[config.mk]
export PLATFORM = sky130hd
export DESIGN_NAME = sleep_seq_ctrl
export DESIGN_NICKNAME = d
export VERILOG_FILES = /design/src/rtl/sleep_seq_pkg.sv /design/src/rtl/sync_bit.sv /design/src/rtl/phase_timer.sv /design/src/rtl/ramp_scale.sv /design/src/rtl/sleep_seq_ctrl.sv
export SDC_FILE = /design/constraint.sdc
export NUM_CORES = 1
export LEC_CHECK = 0
export BUFFER_PORTS_ARGS = -buffer_cell sky130_fd_sc_hd__buf_2
export CORE_MARGIN = 2
export CORE_UTILIZATION = 57
export CTS_CLUSTER_SIZE = 28
export DETAILED_ROUTE_END_ITERATION = 12
export PLACE_DENSITY = 0.78
export SLEW_MARGIN = 20
export SYNTH_ARGS = -nofsm -noshare
export SYNTH_HDL_FRONTEND = slang
export SYNTH_SLANG_ARGS = --single-unit
[constraint.sdc]
create_clock -name clk -period 5.5 [get_ports clk]
set_input_delay 0.275 -clock clk [delete_from_list [all_inputs] [get_ports clk]]
set_output_delay 0.275 -clock clk [all_outputs]
set_load 0.1 [all_outputs]
[src/rtl/sleep_seq_pkg.sv]
package sleep_seq_pkg;
  typedef enum logic [2:0] {
    ST_OFF    = 3'd0,
    ST_AMPRST = 3'd1,
    ST_RAMP   = 3'd2,
    ST_RUN    = 3'd3,
    ST_SUSP   = 3'd4,
    ST_RESUME = 3'd5
  } seq_state_e;

  typedef enum logic [1:0] {
    REQ_RUN  = 2'd0,
    REQ_SUSP = 2'd1,
    REQ_OFF  = 2'd2
  } sleep_req_e;

  function automatic sleep_req_e decode_req(input logic susp_n, input logic off_n);
    if (!off_n)       return REQ_OFF;
    else if (!susp_n) return REQ_SUSP;
    else              return REQ_RUN;
  endfunction
endpackage

[src/rtl/sync_bit.sv]
module sync_bit #(
  parameter int STAGES = 2
) (
  input  logic clk,
  input  logic rst,
  input  logic d,
  output logic q
);
  logic [STAGES-1:0] chain;

  always_ff @(posedge clk) begin
    if (rst) chain <= '0;
    else     chain <= {chain[STAGES-2:0], d};
  end

  assign q = chain[STAGES-1];
endmodule

[src/rtl/phase_timer.sv]
module phase_timer #(
  parameter int PHASE_LEN = 2048,
  localparam int CNT_W    = $clog2(PHASE_LEN)
) (
  input  logic             clk,
  input  logic             rst,
  input  logic             restart,
  output logic [CNT_W-1:0] cnt_q,
  output logic [CNT_W-1:0] cnt_next,
  output logic             last
);
  assign cnt_next = restart ? '0 : cnt_q + 1'b1;
  assign last     = (cnt_q == CNT_W'(PHASE_LEN - 1));

  always_ff @(posedge clk) begin
    if (rst) cnt_q <= '0;
    else     cnt_q <= cnt_next;
  end
endmodule

[src/rtl/ramp_scale.sv]
module ramp_scale #(
  parameter int CNT_W  = 11,
  parameter int RAMP_W = 12
) (
  input  logic [CNT_W-1:0]  cnt,
  output logic [RAMP_W-1:0] code
);
  generate
    if (RAMP_W >= CNT_W) begin : g_widen
      assign code = {cnt, {(RAMP_W-CNT_W){1'b0}}};
    end else begin : g_narrow
      assign code = cnt[CNT_W-1 -: RAMP_W];
    end
  endgenerate
endmodule

[src/rtl/sleep_seq_ctrl.sv]
module sleep_seq_ctrl
  import sleep_seq_pkg::*;
#(
  parameter int PHASE_LEN   = 2048,
  parameter int RAMP_W      = 12,
  parameter int SYNC_STAGES = 2
) (
  input  logic              clk,
  input  logic              rst,
  input  logic              slp_susp_n,
  input  logic              slp_off_n,
  input  logic              sby_por_ok,
  input  logic              v12_por_ok,
  input  logic              blk_trip_ok,
  input  logic              term_win_ok,
  input  logic              fault_off,
  output logic              core_en,
  output logic              sby_en,
  output logic              term_en,
  output logic              ref_short,
  output logic              blk_drive_low,
  output logic              amp_reset,
  output logic              ss_active,
  output logic [RAMP_W-1:0] ramp_code,
  output logic              pg_cmp_en,
  output logic              pwr_ok
);
  localparam int CNT_W = $clog2(PHASE_LEN);

  logic [1:0] raw_slp, syn_slp;
  assign raw_slp = {slp_off_n, slp_susp_n};

  generate
    for (genvar i = 0; i < 2; i++) begin : g_sync
      sync_bit #(.STAGES(SYNC_STAGES)) u_sync (
        .clk(clk), .rst(rst), .d(raw_slp[i]), .q(syn_slp[i])
      );
    end
  endgenerate

  sleep_req_e req;
  assign req = decode_req(syn_slp[0], syn_slp[1]);

  seq_state_e       state_q, state_d;
  logic             restart, phase_last;
  logic [CNT_W-1:0] cnt_q, cnt_next;
  logic [RAMP_W-1:0] ramp_scaled;

  assign restart = (state_d != state_q);

  phase_timer #(.PHASE_LEN(PHASE_LEN)) u_timer (
    .clk(clk), .rst(rst), .restart(restart),
    .cnt_q(cnt_q), .cnt_next(cnt_next), .last(phase_last)
  );

  ramp_scale #(.CNT_W(CNT_W), .RAMP_W(RAMP_W)) u_scale (
    .cnt(cnt_next), .code(ramp_scaled)
  );

  logic ready;
  assign ready = sby_por_ok && v12_por_ok && blk_trip_ok;

  always_comb begin
    state_d = state_q;
    if (fault_off || req == REQ_OFF) begin
      state_d = ST_OFF;
    end else begin
      unique case (state_q)
        ST_OFF:    if (req == REQ_RUN && ready) state_d = ST_AMPRST;
        ST_AMPRST: if (phase_last) state_d = ST_RAMP;
        ST_RAMP:   if (phase_last) state_d = ST_RUN;
        ST_RUN:    if (req == REQ_SUSP) state_d = ST_SUSP;
        ST_SUSP:   if (req == REQ_RUN && v12_por_ok) state_d = ST_RESUME;
        ST_RESUME: begin
          if (req == REQ_SUSP) state_d = ST_SUSP;
          else if (phase_last) state_d = ST_RUN;
        end
        default:   state_d = ST_OFF;
      endcase
    end
  end

  logic regs_on;
  assign regs_on = (state_d == ST_AMPRST) || (state_d == ST_RAMP) ||
                   (state_d == ST_RUN)    || (state_d == ST_RESUME);

  always_ff @(posedge clk) begin
    if (rst) begin
      state_q       <= ST_OFF;
      core_en       <= 1'b0;
      sby_en        <= 1'b0;
      term_en       <= 1'b0;
      ref_short     <= 1'b1;
      blk_drive_low <= 1'b1;
      amp_reset     <= 1'b0;
      ss_active     <= 1'b0;
      ramp_code     <= '0;
      pg_cmp_en     <= 1'b0;
      pwr_ok        <= 1'b0;
    end else begin
      state_q       <= state_d;
      core_en       <= regs_on;
      term_en       <= regs_on;
      ref_short     <= !regs_on;
      sby_en        <= (state_d == ST_SUSP);
      blk_drive_low <= (state_d == ST_OFF) || (state_d == ST_SUSP);
      amp_reset     <= (state_d == ST_AMPRST);
      ss_active     <= (state_d == ST_RAMP);
      pg_cmp_en     <= (state_d == ST_RUN);
      pwr_ok        <= (state_d == ST_RUN) && term_win_ok;
      unique case (state_d)
        ST_RAMP:                     ramp_code <= ramp_scaled;
        ST_RUN, ST_SUSP, ST_RESUME:  ramp_code <= '1;
        default:                     ramp_code <= '0;
      endcase
    end
  end
endmodule

Word-level counts from Yosys, hierarchy flattened:

Cells that the tools add are included.

* register bits: 38
* input bits: 9
* output and inout bits: 21
* logic and storage cells: 55

* $add $sub $neg: 1
* equal/unequal tests: 14
* muxes and demuxes: 12
* reduce and logical (&&, ||, !) cells: 15

Operator list (number)
* $pmux W12 S2: 1
* $mux W3: 7
* $pmux W3 S6: 1
* $eq A3 B2 Y1 const B: 4
* $eq A3 B3 Y1 const B: 4
* $add A11 B1 Y11 const B: 1
* $eq A11 B11 Y1 const B: 1
* $mux W11: 1
* $eq A3 B1 Y1 const B: 2
* $logic_not A3 Y1: 2
* $logic_and A1 B1 Y1: 5
* $logic_or A1 B1 Y1: 5
* $ne A3 B3 Y1: 1
* $reduce_or A3 Y1: 1
* $eq A2 B1 Y1 const B: 1
* $eq A2 B2 Y1 const B: 1
* $logic_not A2 Y1: 1
* $mux W2: 1
* $logic_not A1 Y1: 1
* $mux W1: 1

Depth between registers and ports, before layout:

* depth after elaboration: 12
* gate-level depth with buffers: 8
* mapped depth without buffers: 6

By module:

A second synthesis with hierarchy kept.

* cells, all modules: 190
* area total of the unflattened synthesis: 1745.4 µm²

By module, submodules not included
* sleep_seq_ctrl: times used 1, cells each 96, area an instance 942.2 µm², seq. area each 460.4 µm²
* phase_timer: times used 1, cells each 73, area an instance 604.3 µm², seq. area each 220.2 µm²
* sync_bit: times used 2, cells each 4, area an instance 52.6 µm², seq. area each 40.0 µm²
* ramp_scale: times used 1, cells each 13, area an instance 93.8 µm², seq. area each 0.0 µm²

Least setup slack after synthesis:

Ideal clock, no wire load.

* kind: register -> register
* start: register u_timer.cnt_q[0]
* end: register ramp_code[10]
* setup time: 0.062 ns
* arrival time: 1.815 ns
* data required time: 5.438 ns
* slack: 3.623 ns
* stages on the path, launching flop included: 9
* path buffers: 2
* period minus slack after synthesis: 1.877 ns
* cells stage by stage: dfxtp_1 -> ha_1 -> and4_4 -> nand4_4 -> buf_6 -> o22a_4 -> a211o_1 -> buf_6 -> nand3_1

* longest elaborated chain between the ends: 8
* elaborated cells between the ends (all ways): 15
* classes of those cells: add/sub (1); eq/ne (6); mux (7); reduce/logical (1)

Ends and longest elaborated chain
* start: declaration: line phase_timer.sv:8 `output logic [CNT_W-1:0] cnt_q,`
* start signal: assignment: line phase_timer.sv:17 `else cnt_q <= cnt_next;`
* $eq A11 B11 Y1: line phase_timer.sv:13 `assign last = (cnt_q == CNT_W'(PHASE_LEN - 1));`
* $mux W3: line sleep_seq_ctrl.sv:71, sleep_seq_ctrl.sv:76
* $mux W3: line sleep_seq_ctrl.sv:75 `if (req == REQ_SUSP) state_d = ST_SUSP;`
* $pmux W3 S6: line sleep_seq_ctrl.sv:68 `unique case (state_q)`
* $mux W3: line sleep_seq_ctrl.sv:65 `if (fault_off || req == REQ_OFF) begin`
* $eq A3 B2 Y1 (tied with other cells): line sleep_seq_ctrl.sv:111 `unique case (state_d)`
* $reduce_or A3 Y1 or $mux W11 (tied branches): line sleep_seq_ctrl.sv:111, phase_timer.sv:12
* $pmux W12 S2 (*): line sleep_seq_ctrl.sv:111
* end signal: assignment: line sleep_seq_ctrl.sv:112 `ST_RAMP: ramp_code <= ramp_scaled;`
* end: declaration: line sleep_seq_ctrl.sv:24 `output logic [RAMP_W-1:0] ramp_code,`

Every way passes the cells marked *; elsewhere a longest branch is shown, timed or not.
A chain may end at the register's enable or synchronous reset.

Worst setup path in the final report:

* start: register u_timer.cnt_q[0]
* end: register ramp_code[1]

Same word-level chain as after synthesis.

==> impl_metrics.py <==
metrics = {
    "drt": {
        "wire_per_inst_um": 13.9,
        "wl_met2_um": 1350,
        "m1WireLength_um": 1350,
        "drt-total-wl_um": 2980,
        "top_layer_used": "met4",
        "via_count": 1253,
        "drtPass1Iterations": 4,
        "met3WireLength_um": 209,
        "viasPerCell": 5.83,
        "drtIter0Drc": 42,
        "ant_nets": 0,
        "drc": 0,
    },
    "yosys": {
        "postSynthAreaPerCell_um2": 9.86,
        "synthTopCellsByArea": "dfxtp_1 (50%), nand3_1 (6.9%), a21boi_0 (3.5%)",
        "synth_cells": 154,
        "yosysUniqueCellTypes": 38,
        "yosys_warnings": 0,
        "synth_most_common_cell": "dfxtp_1",
        "yosys.area.top_type_share_pct": 50.1,
        "synth_edf_count": 0,
        "async_flop_share_pct": 0,
        "synthesis.nets": 164,
        "synth_top_cell_by_area": "dfxtp_1",
        "synth_common_cells": "dfxtp_1 (38), nand3_1 (21), nand2_1 (9)",
        "synth_area_mm2": 0.00152,
        "ys_ff_latch": 38,
        "synth-main-ff-cell": "dfxtp_1",
        "ys_seq_area_share_pct": 50.1,
    },
    "worst_hold_path": {
        "hp-class": "input port to flop",
        "worstHoldStart": "slp_off_n",
        "min_to": "g_sync[1].u_sync.chain[0]",
        "holdPathStages": 2,
    },
    "setup_path": {
        "regToRegStartpoint": "u_timer.cnt_q[0]",
        "critPathArrivalTime_ns": 2.44,
        "worstSetupPathType": "flop to flop",
        "startpoint": "u_timer.cnt_q[0]",
        "startpoint_type": "flop",
        "r2r_cells": 6,
        "crit_fanout": 13,
        "cpMaxStageDelayCell": "a2bb2oi_1",
        "max_stage_delay_ns": 0.53,
        "endpoint_kind": "flop",
        "r2r_setup_slack_ns": 3.28,
        "critical_path.cell_chain": "ha_1, and4_4, nand4_4, a2bb2oi_1, a211o_1, o211ai_1",
        "r2r_end": "ramp_code[1]",
        "required_ns": 5.72,
    },
    "final_layout": {
        "fill_cells": 195,
        "multi_input_area_um2": 696,
        "drive_above_1_share_pct": 23.8,
        "design_area_mm2": 0.00176,
        "diodes": 0,
        "area_growth_pct": 16.2,
        "final_net_count": 194,
        "seqCellArea_um2": 761,
        "final_cells": 215,
    },
    "floorplan": {
        "die_width_um": 55.6,
        "rows": 18,
        "dieArea_mm2": 0.00309,
        "initial_utilization_pct": 60.7,
        "die_y_um": 55.6,
        "core_area_mm2": 0.00250,
        "ios": 30,
    },
    "sta": {
        "slew_viol_final": 0,
        "fin_skew_ns": 0.0112,
        "tns_ns": 0,
        "period_share_pct": 40.3,
        "hold_violations": 0,
        "max_slew_margin_pct": 61.2,
        "rsz0062_at_grt": "no",
        "min_period_ns": 2.22,
        "hold_ws_ns": 0.135,
        "tightest_slew_ns": 0.579,
        "max_freq_ghz": 0.451,
        "setup_viol_count_final": 0,
    },
    "clock_network": {
        "postCtsSetupBuffers": 0,
        "clock_latency_ns": 0.35,
        "clock_path_buffers": 2,
        "cts_tree": "yes",
        "cts_buffers": 5,
        "clkTransAtPathRegs_ns": 0.12,
        "clock_sinks": 38,
        "root_buffer": "clkbuf_4",
        "holdBufCountCts": 0,
        "cts_resized": 0,
        "htree_levels": 2,
    },
    "grt": {
        "grt_usage_pct": 22.1,
        "grt_max_degree": 15,
        "grt_antenna_before_repair": 0,
        "grt_overflow": 0,
        "grt_pass1_wl_um": 5220,
        "first_global_vias": 1138,
    },
    "power_and_ir_drop": {
        "power.density_mw_per_mm2": 300,
        "p_leak_nw": 0.797,
        "ir_worst_vdd_uv": 326,
    },
    "placement": {
        "port_buffers": 29,
        "dp_hpwl_um": 2180,
        "gp_congestion": 1.01,
        "place_area_mm2": 0.00166,
        "place_inst": 207,
    },
    "status": {
        "status": "finished, final reports clean",
    },
    "run": {
        "max_cap_viol_count": 0,
    },
}
-- sequential cells by signal, summed over array words and instances, names as in the netlist, 3 cells and up --
register             cells
g_sync.u_sync.chain      4
ramp_code               12
state_q                  3
u_timer.cnt_q           11
-- per-stage QoR --
| stage | total power, mW | setup WS [ns] | util, % |
|---|---|---|---|
| global placement | 0.300 | 3.46 | 66.3 |
| global route | 0.551 | 3.10 | 70.6 |
| detailed placement | 0.301 | 3.34 | 66.3 |
| floorplan | 0.295 | 3.62 | - |
| finish | 0.529 | 3.28 | 70.6 |
| CTS | 0.533 | 3.32 | 70.6 |
-- cells in the final DEF (no fill, tap or decap), types with 2 or more instances in the layout --
| master | n |
|---|---|
| inv_1 | 5 |
| and4_1 | 2 |
| xor2_1 | 4 |
| nor3_1 | 4 |
| xnor2_1 | 5 |
| nor2b_1 | 7 |
| nor2_1 | 7 |
| nand2_1 | 9 |
| clkbuf_4 | 5 |
| buf_2 | 29 |
| dfxtp_1 | 38 |
| and4_4 | 2 |
| and3_1 | 2 |
| a21boi_0 | 7 |
| o21ai_0 | 3 |
| nand3_1 | 21 |
| a21o_1 | 4 |
| nand4_1 | 3 |
| o211ai_1 | 4 |
| a21oi_1 | 5 |
| bufinv_16 | 2 |
-- power breakdown --
group          leakage (nW)  internal [mW]  switching (mW)
clock                0.0554          0.142          0.0919
combinational         0.434        0.00623         0.00774
sequential            0.308          0.278         0.00273
total                 0.797          0.427           0.102
-- kinds of logic after synthesis --
kind of cell	count (synthesis)	synth area share, %
AND/OR/NAND/NOR	62	23.6
adder cells (fa/ha/maj)	1	0.824
flip-flops	38	50.1
XOR/XNOR	9	5.19
buffers and inverters	11	4.04
AO/OA/AOI/OAI	33	16.2
-- layout make-up --
class                      instances  area share, %
tap                               30           2.13
timing repair buffer              29           8.23
inverter                           5           1.06
clock inverter                     3           3.90
clock buffer                       5           2.13
multi-input combinational        105           39.4
sequential                        38           43.1
-- worst max-delay path by stage --
stage / to / cells past startpoint
2_1_floorplan: ramp_code[10] / 8
3_3_place_gp: ramp_code[1] / 6
3_5_place_dp: ramp_code[3] / 6
4_1_cts: ramp_code[3] / 6
5_1_grt: ramp_code[5] / 6
6_report: ramp_code[1] / 6
-- per-layer routing --
| metal | GRT usage (%) | vias to the layer above |
|---|---|---|
| li1 | - | 622 |
| met1 | 28.6 | 577 |
| met2 | 32.7 | 46 |
| met4 | 10.5 | 0 |
| met3 | 8.37 | 8 |
| met5 | 0 | - |
-- critical path, delay by kind of cell (launching register included) --
kind	cells	cell delay [ns]
compound gates	3	1.08
simple gates	2	0.38
flops	1	0.36
fa+ha+maj	1	0.27
Power figures use the tool's default switching activity.
